===== config.mk =====
export PLATFORM = sky130hd
export DESIGN_NAME = spi_nand_gpio_bridge
export DESIGN_NICKNAME = d
export VERILOG_FILES = /design/src/rtl/bridge_pkg.sv /design/src/rtl/bridge_sync.sv /design/src/rtl/bridge_rx.sv /design/src/rtl/bridge_tx.sv /design/src/rtl/spi_nand_gpio_bridge.sv
export SDC_FILE = /design/constraint.sdc
export NUM_CORES = 1
export LEC_CHECK = 0
export ABC_AREA = 1
export BUFFER_PORTS_ARGS = -buffer_cell sky130_fd_sc_hd__buf_2
export CAP_MARGIN = 25
export CORE_MARGIN = 5
export CORE_UTILIZATION = 40
export DETAILED_ROUTE_END_ITERATION = 7
export PLACE_DENSITY = 0.68
export RECOVER_POWER = 100
export SLEW_MARGIN = 20
export SYNTH_ARGS = -nofsm -noshare
export SYNTH_HDL_FRONTEND = slang
export SYNTH_SLANG_ARGS = --single-unit

===== constraint.sdc =====
create_clock -name clk -period 1.9 [get_ports clk]
set_input_delay 0.19 -clock clk [delete_from_list [all_inputs] [get_ports clk]]
set_output_delay 0.19 -clock clk [all_outputs]
set_load 0.02 [all_outputs]

===== src/rtl/bridge_pkg.sv =====
package bridge_pkg;
  localparam int BYTE_W = 8;

  localparam logic [7:0] OP_NAND_WR = 8'h08;
  localparam logic [7:0] OP_CFG_WR  = 8'h09;
  localparam logic [7:0] OP_NAND_RD = 8'h0A;
  localparam logic [7:0] OP_FAST_RD = 8'h0B;
  localparam logic [7:0] OP_PIN8_LO = 8'h0C;
  localparam logic [7:0] OP_PIN8_HI = 8'h0D;

  typedef enum logic [2:0] {
    PH_CMD, PH_CFG, PH_WDATA, PH_SKIP, PH_READ, PH_IGNORE
  } phase_e;

  // Shift one or two received bits into the byte, MSB first; in dual mode
  // the auxiliary line carries the upper bit of the pair.
  function automatic logic [BYTE_W-1:0] shift_in(input logic [BYTE_W-1:0] sr,
                                                 input logic dual,
                                                 input logic lo,
                                                 input logic hi);
    return dual ? {sr[BYTE_W-3:0], hi, lo} : {sr[BYTE_W-2:0], lo};
  endfunction

  function automatic int bit_step(input logic dual);
    return dual ? 2 : 1;
  endfunction

  function automatic phase_e decode_op(input logic [7:0] op);
    case (op)
      OP_NAND_WR:             return PH_WDATA;
      OP_CFG_WR:              return PH_CFG;
      OP_NAND_RD, OP_FAST_RD: return PH_SKIP;
      default:                return PH_IGNORE;
    endcase
  endfunction

  function automatic int skip_count(input logic [7:0] op, input int norm, input int fast);
    return (op == OP_FAST_RD) ? fast : norm;
  endfunction

  function automatic logic is_pin8_op(input logic [7:0] op);
    return (op == OP_PIN8_LO) || (op == OP_PIN8_HI);
  endfunction
endpackage


===== src/rtl/bridge_sync.sv =====
module bridge_sync #(
  parameter int N = 4,
  parameter int STAGES = 2,
  parameter logic [N-1:0] RST_VAL = '0
) (
  input  logic         clk,
  input  logic         rst_n,
  input  logic [N-1:0] d_async,
  output logic [N-1:0] q
);
  for (genvar g = 0; g < N; g++) begin : g_bit
    logic [STAGES-1:0] chain;
    always_ff @(posedge clk or negedge rst_n) begin
      if (!rst_n) chain <= {STAGES{RST_VAL[g]}};
      else        chain <= {chain[STAGES-2:0], d_async[g]};
    end
    assign q[g] = chain[STAGES-1];
  end
endmodule


===== src/rtl/bridge_rx.sv =====
module bridge_rx
  import bridge_pkg::*;
(
  input  logic              clk,
  input  logic              rst_n,
  input  logic              clr,
  input  logic              rise,
  input  logic              dual,
  input  logic              lo,
  input  logic              hi,
  output logic [BYTE_W-1:0] byte_q,
  output logic              done
);
  localparam int CW = $clog2(BYTE_W + 2);
  localparam logic [CW-1:0] FULL = CW'(BYTE_W);

  logic [CW-1:0]     cnt, cnt_nx;
  logic [BYTE_W-1:0] sr, sr_nx;

  always_comb begin
    sr_nx  = shift_in(sr, dual, lo, hi);
    cnt_nx = cnt + CW'(bit_step(dual));
  end

  always_ff @(posedge clk or negedge rst_n) begin
    if (!rst_n) begin
      cnt <= '0; sr <= '0; byte_q <= '0; done <= 1'b0;
    end else begin
      done <= 1'b0;
      if (clr) begin
        cnt <= '0; sr <= '0;
      end else if (rise) begin
        if (cnt_nx >= FULL) begin
          cnt <= '0; sr <= '0; byte_q <= sr_nx; done <= 1'b1;
        end else begin
          cnt <= cnt_nx; sr <= sr_nx;
        end
      end
    end
  end

  AST_RX_CNT_RANGE: assert property (@(posedge clk) disable iff (!rst_n) cnt < FULL);
  AST_RX_DONE_PULSE: assert property (@(posedge clk) disable iff (!rst_n) done |=> !done);
endmodule


===== src/rtl/bridge_tx.sv =====
module bridge_tx
  import bridge_pkg::*;
(
  input  logic              clk,
  input  logic              rst_n,
  input  logic              clr,
  input  logic              fall,
  input  logic              load_req,
  input  logic [BYTE_W-1:0] din,
  input  logic              enable,
  output logic              miso
);
  logic [BYTE_W-1:0] sh, nxt;
  logic              armed;

  always_ff @(posedge clk or negedge rst_n) begin
    if (!rst_n) begin
      sh <= '0; nxt <= '0; armed <= 1'b0;
    end else if (clr) begin
      sh <= '0; nxt <= '0; armed <= 1'b0;
    end else begin
      if (load_req) begin
        nxt   <= din;
        armed <= 1'b1;
      end
      if (fall) begin
        if (armed) begin
          sh    <= nxt;
          armed <= load_req;
        end else begin
          sh <= {sh[BYTE_W-2:0], 1'b0};
        end
      end
    end
  end

  assign miso = enable & sh[BYTE_W-1];

  AST_TX_FALL_AFTER_CLR: assert property (@(posedge clk) disable iff (!rst_n)
    clr |=> !miso);
endmodule


===== src/rtl/spi_nand_gpio_bridge.sv =====
module spi_nand_gpio_bridge
  import bridge_pkg::*;
#(
  parameter int SYNC_STAGES = 2,
  parameter int NORM_SKIP   = 1,
  parameter int FAST_SKIP   = 4
) (
  input  logic              clk,
  input  logic              rst_n,
  input  logic              sck,
  input  logic              cs_n,
  input  logic              mosi,
  input  logic              mosi_aux,
  output logic              miso,
  output logic [BYTE_W-1:0] nand_wdata,
  output logic              nand_wr,
  output logic              nand_rd,
  input  logic [BYTE_W-1:0] nand_rdata,
  output logic [BYTE_W:0]   gpio
);
  localparam int MAXSKIP = (FAST_SKIP > NORM_SKIP) ? FAST_SKIP : NORM_SKIP;
  localparam int SKW     = $clog2(MAXSKIP + 1);

  // synchronised pins: {aux, mosi, cs_n, sck}; cs_n resets high
  logic [3:0] s_pins;
  bridge_sync #(.N(4), .STAGES(SYNC_STAGES), .RST_VAL(4'b0010)) u_sync (
    .clk(clk), .rst_n(rst_n),
    .d_async({mosi_aux, mosi, cs_n, sck}), .q(s_pins));

  logic s_sck, cs_hi, s_mosi, s_aux, sck_d;
  assign s_sck  = s_pins[0];
  assign cs_hi  = s_pins[1];
  assign s_mosi = s_pins[2];
  assign s_aux  = s_pins[3];

  always_ff @(posedge clk or negedge rst_n) begin
    if (!rst_n) sck_d <= 1'b0;
    else        sck_d <= s_sck;
  end

  // named events used by the shifters and the assertions
  logic sck_rise, sck_fall;
  assign sck_rise = s_sck & ~sck_d & ~cs_hi;
  assign sck_fall = ~s_sck & sck_d & ~cs_hi;

  phase_e            phase;
  logic [BYTE_W-1:0] rx_byte;
  logic              byte_done;
  logic              in_dual, in_read;
  assign in_dual = (phase == PH_WDATA);
  assign in_read = (phase == PH_READ);

  bridge_rx u_rx (
    .clk(clk), .rst_n(rst_n), .clr(cs_hi), .rise(sck_rise), .dual(in_dual),
    .lo(s_mosi), .hi(s_aux), .byte_q(rx_byte), .done(byte_done));

  logic [SKW-1:0]    skip_left;
  logic [BYTE_W-1:0] pend, wdata_q;
  logic              have_pend, wr_q, rd_q;
  logic [BYTE_W:0]   gpio_q;

  always_ff @(posedge clk or negedge rst_n) begin
    if (!rst_n) begin
      phase <= PH_CMD; skip_left <= '0; pend <= '0; have_pend <= 1'b0;
      wdata_q <= '0; wr_q <= 1'b0; rd_q <= 1'b0; gpio_q <= '0;
    end else begin
      wr_q <= 1'b0;
      rd_q <= 1'b0;
      if (cs_hi) begin
        phase     <= PH_CMD;
        have_pend <= 1'b0;
        skip_left <= '0;
      end else if (byte_done) begin
        case (phase)
          PH_CMD: begin
            phase     <= decode_op(rx_byte);
            skip_left <= SKW'(skip_count(rx_byte, NORM_SKIP, FAST_SKIP));
            if (is_pin8_op(rx_byte)) gpio_q[BYTE_W] <= rx_byte[0];
          end
          PH_CFG: begin
            gpio_q[BYTE_W-1:0] <= rx_byte;
            phase <= PH_IGNORE;
          end
          PH_WDATA: begin
            // hold each byte until the next one proves it was not the filler
            if (have_pend) begin
              wr_q    <= 1'b1;
              wdata_q <= pend;
            end
            pend      <= rx_byte;
            have_pend <= 1'b1;
          end
          PH_SKIP: begin
            skip_left <= skip_left - 1'b1;
            if (skip_left == SKW'(1)) begin
              phase <= PH_READ;
              rd_q  <= 1'b1;
            end
          end
          PH_READ: rd_q <= 1'b1;
          default: ;
        endcase
      end
    end
  end

  bridge_tx u_tx (
    .clk(clk), .rst_n(rst_n), .clr(cs_hi), .fall(sck_fall), .load_req(rd_q),
    .din(nand_rdata), .enable(in_read), .miso(miso));

  assign nand_wr    = wr_q;
  assign nand_wdata = wdata_q;
  assign nand_rd    = rd_q;
  assign gpio       = gpio_q;

  AST_ABORT_TO_CMD: assert property (@(posedge clk) disable iff (!rst_n)
    cs_hi |=> (phase == PH_CMD));
  AST_MISO_QUIET: assert property (@(posedge clk) disable iff (!rst_n)
    cs_hi |=> !miso);
  AST_WR_ONE_CYCLE: assert property (@(posedge clk) disable iff (!rst_n)
    nand_wr |=> !nand_wr);
  AST_RD_ONE_CYCLE: assert property (@(posedge clk) disable iff (!rst_n)
    nand_rd |=> !nand_rd);
  AST_WR_FROM_WDATA: assert property (@(posedge clk) disable iff (!rst_n)
    nand_wr |-> ($past(phase) == PH_WDATA));
  AST_RD_IN_READ: assert property (@(posedge clk) disable iff (!rst_n)
    nand_rd |-> in_read);
  AST_GPIO_HOLD: assert property (@(posedge clk) disable iff (!rst_n)
    !byte_done |=> $stable(gpio));
endmodule


==> impl_metrics.json <==
{
  "arrival_ps": 2000,
  "cts_buffers": 9,
  "grt_pass1_vias": 2592,
  "drc": 0,
  "drive_gt1_share_pct": 13.1,
  "p_per_area_mw_per_mm2": 779,
  "diodes": 0,
  "required_ps": 2160,
  "drt-initial-drc-count": 140,
  "netlist_area_sq_mm": 0.00357,
  "crit_path_max_incr_delay_ps": 400,
  "grt_use_total_pct": 13.4,
  "seq_area_frac_synth_pct": 56.2,
  "fin_crit_ps": 1750,
  "timing.hold.ws_ps": 72.8,
  "layout.nets": 464,
  "rr_worst_depth": 10,
  "holdCritPathClass": "primary input to flip-flop",
  "antenna_found_initial": 0,
  "place_ws_ps": 2.14,
  "areaGrowthSynthToFinish_pct": 13.8,
  "slowest_stage": "dfrtp_1",
  "cts.path.max_buffers": 2,
  "tightest_slew_ps": 1150,
  "r2r_setup_slack_ps": 150,
  "fmax_ghz": 0.573,
  "p_int_mw": 2.30,
  "fp.dieH_um": 104,
  "grt_first_pass_wirelength_mm": 12.0,
  "synth_top_area_cell": "dfrtp_1",
  "clock_skew_ps": 16.5,
  "p_sw_uw": 861,
  "synth-warning-count": 0,
  "maxSlewViolCount": 0,
  "grt_max_degree": 46,
  "wl_per_cell_um": 12.4,
  "synth_nets": 417,
  "vias_per_cell": 4.74,
  "synth_seq_cells": 80,
  "rows": 34,
  "setup_tns_ps": 0,
  "end_kind": "flip-flop",
  "synth_area_per_cell_sq_um": 8.97,
  "syn_inst": 398,
  "clock_latency_ps": 360,
  "die_area_sq_mm": 0.0109,
  "ios": 34,
  "port_buffers": 33,
  "dp_hpwl_mm": 4.80,
  "worst_setup_path_start_kind": "flip-flop",
  "maxCapViolCount": 0,
  "hold_depth": 3,
  "setup_viol": 0,
  "grt.overflow.total": 0,
  "nFillCells": 833,
  "die_x_um": 104,
  "power.sequential.fraction_pct": 55.1,
  "start_util_pct": 40.9,
  "ir_worst_vdd_v": 0.000402,
  "relSlewSlack_pct": 23.3,
  "timing.rr.end": "u_rx.byte_q[0]",
  "sw_frac_of_total_pct": 27.2,
  "synth_top_area_share_pct": 54.7,
  "gp_congestion": 0.809,
  "clockPowerShare_pct": 37.8,
  "fin_total_pwr_mw": 3.16,
  "drtAntennaViolNets": 0,
  "root_buffer": "clkbuf_8",
  "whs_endpoint": "u_tx.nxt[3]",
  "cts.sinks": 80,
  "vias": 2643,
  "first_pass_iters": 4,
  "multi_input_area_sq_mm": 0.00126,
  "rr_startpoint": "phase[0]",
  "comb_power_share_pct": 7.0,
  "leakage_nw": 1.95,
  "final.setup.worst_slack_ps": 155,
  "core_sq_mm": 0.00872,
  "status": "complete, no violations",
  "synth.distinct_cells": 35,
  "seqCellArea_sq_mm": 0.00200,
  "fin_crit_sh_pct": 91.8,
  "path_class": "flip-flop to flip-flop",
  "htree_num_levels": 3,
  "wirelength_mm": 6.93,
  "path_cells": "inv_2 -> nand3_4 -> inv_6 -> ha_1 -> inv_1 -> o211ai_1 -> nand2_4 -> clkbuf_2 -> nand3_1 -> nand2_1",
  "crit_fanout": 9,
  "min-delay-start": "nand_rdata[3]",
  "clk_pin_slew_worst_paths_ps": 90,
  "hold_viol": 0,
  "ys_top_cells_by_area": "dfrtp_1 (55%), nand2_1 (12%), o21ai_0 (6.2%)",
  "cts_tree": "yes"
}
[flip-flops by register name (all words and copies together), names as in the netlist, 3 cells and up]
register            flops
gpio                    9
nand_wdata              8
u_tx.nxt                8
u_rx.sr                 7
u_rx.cnt                4
pend                    8
u_tx.sh                 8
u_sync.g_bit.chain      8
phase                   3
u_rx.byte_q             8
skip_left               3
[power by group through the flow]
| stage | logic (mW) | registers (mW) | clock network, mW |
|---|---|---|---|
| 2_1_floorplan | 0.118 | 1.78 | 0 |
| 4_1_cts | 0.220 | 1.74 | 1.23 |
| 6_report | 0.223 | 1.74 | 1.20 |
| 5_1_grt | 0.255 | 1.75 | 1.30 |
| 3_3_place_gp | 0.205 | 1.77 | 0 |
| 3_5_place_dp | 0.212 | 1.78 | 0 |
[placed cells by master (no fill, tap or decap), types with 7 or more instances in the layout]
master and n:
nor2_1 10, nand2_1 115, nand3_1 39, dfrtp_1 78, buf_2 12, o21ai_0 49, clkbuf_1 20, clkbuf_8 9
buf_4 7, inv_1 49
[per-stage QoR]
| step | area [sq um] | util, % | cells |
|---|---|---|---|
| floorplan | 3570 | - | 398 |
| global placement | 3850 | 44.2 | 534 |
| detailed placement | 3850 | 44.2 | 534 |
| CTS | 4090 | 46.9 | 555 |
| global route | 4060 | 46.6 | 558 |
| finish | 4060 | 46.6 | 558 |
[area by class of cell]
class,instances,area share (%)
Clock buffer,9,3.05
Clock inverter,7,1.51
Inverter,53,5.08
Multi-Input combinational cell,254,31.1
Sequential cell,80,49.4
Tap cell,108,3.33
Timing Repair Buffer,47,6.59
[kinds of logic (layout without fill, tap and decap cells)]
group                      count (synthesis)  in the layout  synth area share, %
buffers and inverters                     64            116                 7.89
and+or+nand+nor                          180            180                 22.7
AOI/OAI and AO/OA                         67             67                 10.8
adders and majority gates                  5              5                 1.96
DFF                                       80             80                 56.2
xor gates and xnor gates                   2              2                0.491
[critical path, delay by kind of cell (launching register included)]
kind	cells	cell delay [ps]
fa+ha+maj	1	140
flops	1	400
buf+inv	4	430
compound gates	1	280
simple gates	4	390
[worst max-delay path by stage]
stage	start	to	slack [ps]	cells after the start
detailed placement	phase[2]	u_rx.byte_q[0]	2	11
global route	phase[0]	u_rx.byte_q[0]	-7	11
floorplan	phase[0]	u_rx.byte_q[1]	120	12
CTS	phase[2]	u_rx.byte_q[0]	70	11
finish	phase[0]	u_rx.byte_q[0]	150	10
global placement	phase[2]	u_rx.byte_q[0]	110	11
[repair_timing]
action,in CTS,in global routing
hold buffers,5,0
setup buffers,0,3
hold endpoints to repair,46,0
endpoints found under the setup margin,1,14
pin swaps,0,1
cloned,0,0
gates resized for setup,1,4
[cells in the mapped netlist]
| library cell | count |
|---|---|
| or2_1 | 1 |
| nand2_4 | 2 |
| nand4_1 | 1 |
| clkbuf_1 | 3 |
| buf_2 | 3 |
| a31oi_1 | 1 |
| nand2_2 | 2 |
| buf_6 | 3 |
| o21ai_1 | 4 |
| nor2_8 | 1 |
| fa_1 | 1 |
| buf_4 | 2 |
| nor2_1 | 10 |
| xor2_1 | 1 |
| inv_6 | 1 |
| ha_1 | 4 |
| nand3_4 | 2 |
| nor3_1 | 2 |
| nand2_1 | 115 |
| o21ai_0 | 44 |
| inv_1 | 49 |
| o21ai_2 | 9 |
| nand3_1 | 40 |
| xnor2_1 | 1 |
| or2_2 | 2 |
| nor4_1 | 1 |
| o211ai_1 | 2 |
| o31ai_1 | 2 |
| a21oi_1 | 2 |
| dfstp_2 | 2 |
| nor2_4 | 1 |
| dfrtp_1 | 78 |
| o22ai_1 | 3 |
| inv_4 | 1 |
| inv_2 | 2 |
[layer usage]
metal	part of all wire [%]	global-route usage, %	vias to the layer above
met5	0	0	-
met4	1.7	5.18	0
met3	3.4	3.85	7
met2	45	20.4	39
met1	50	18.0	1232
li1	-	-	1365
Power figures use the tool's default switching activity.
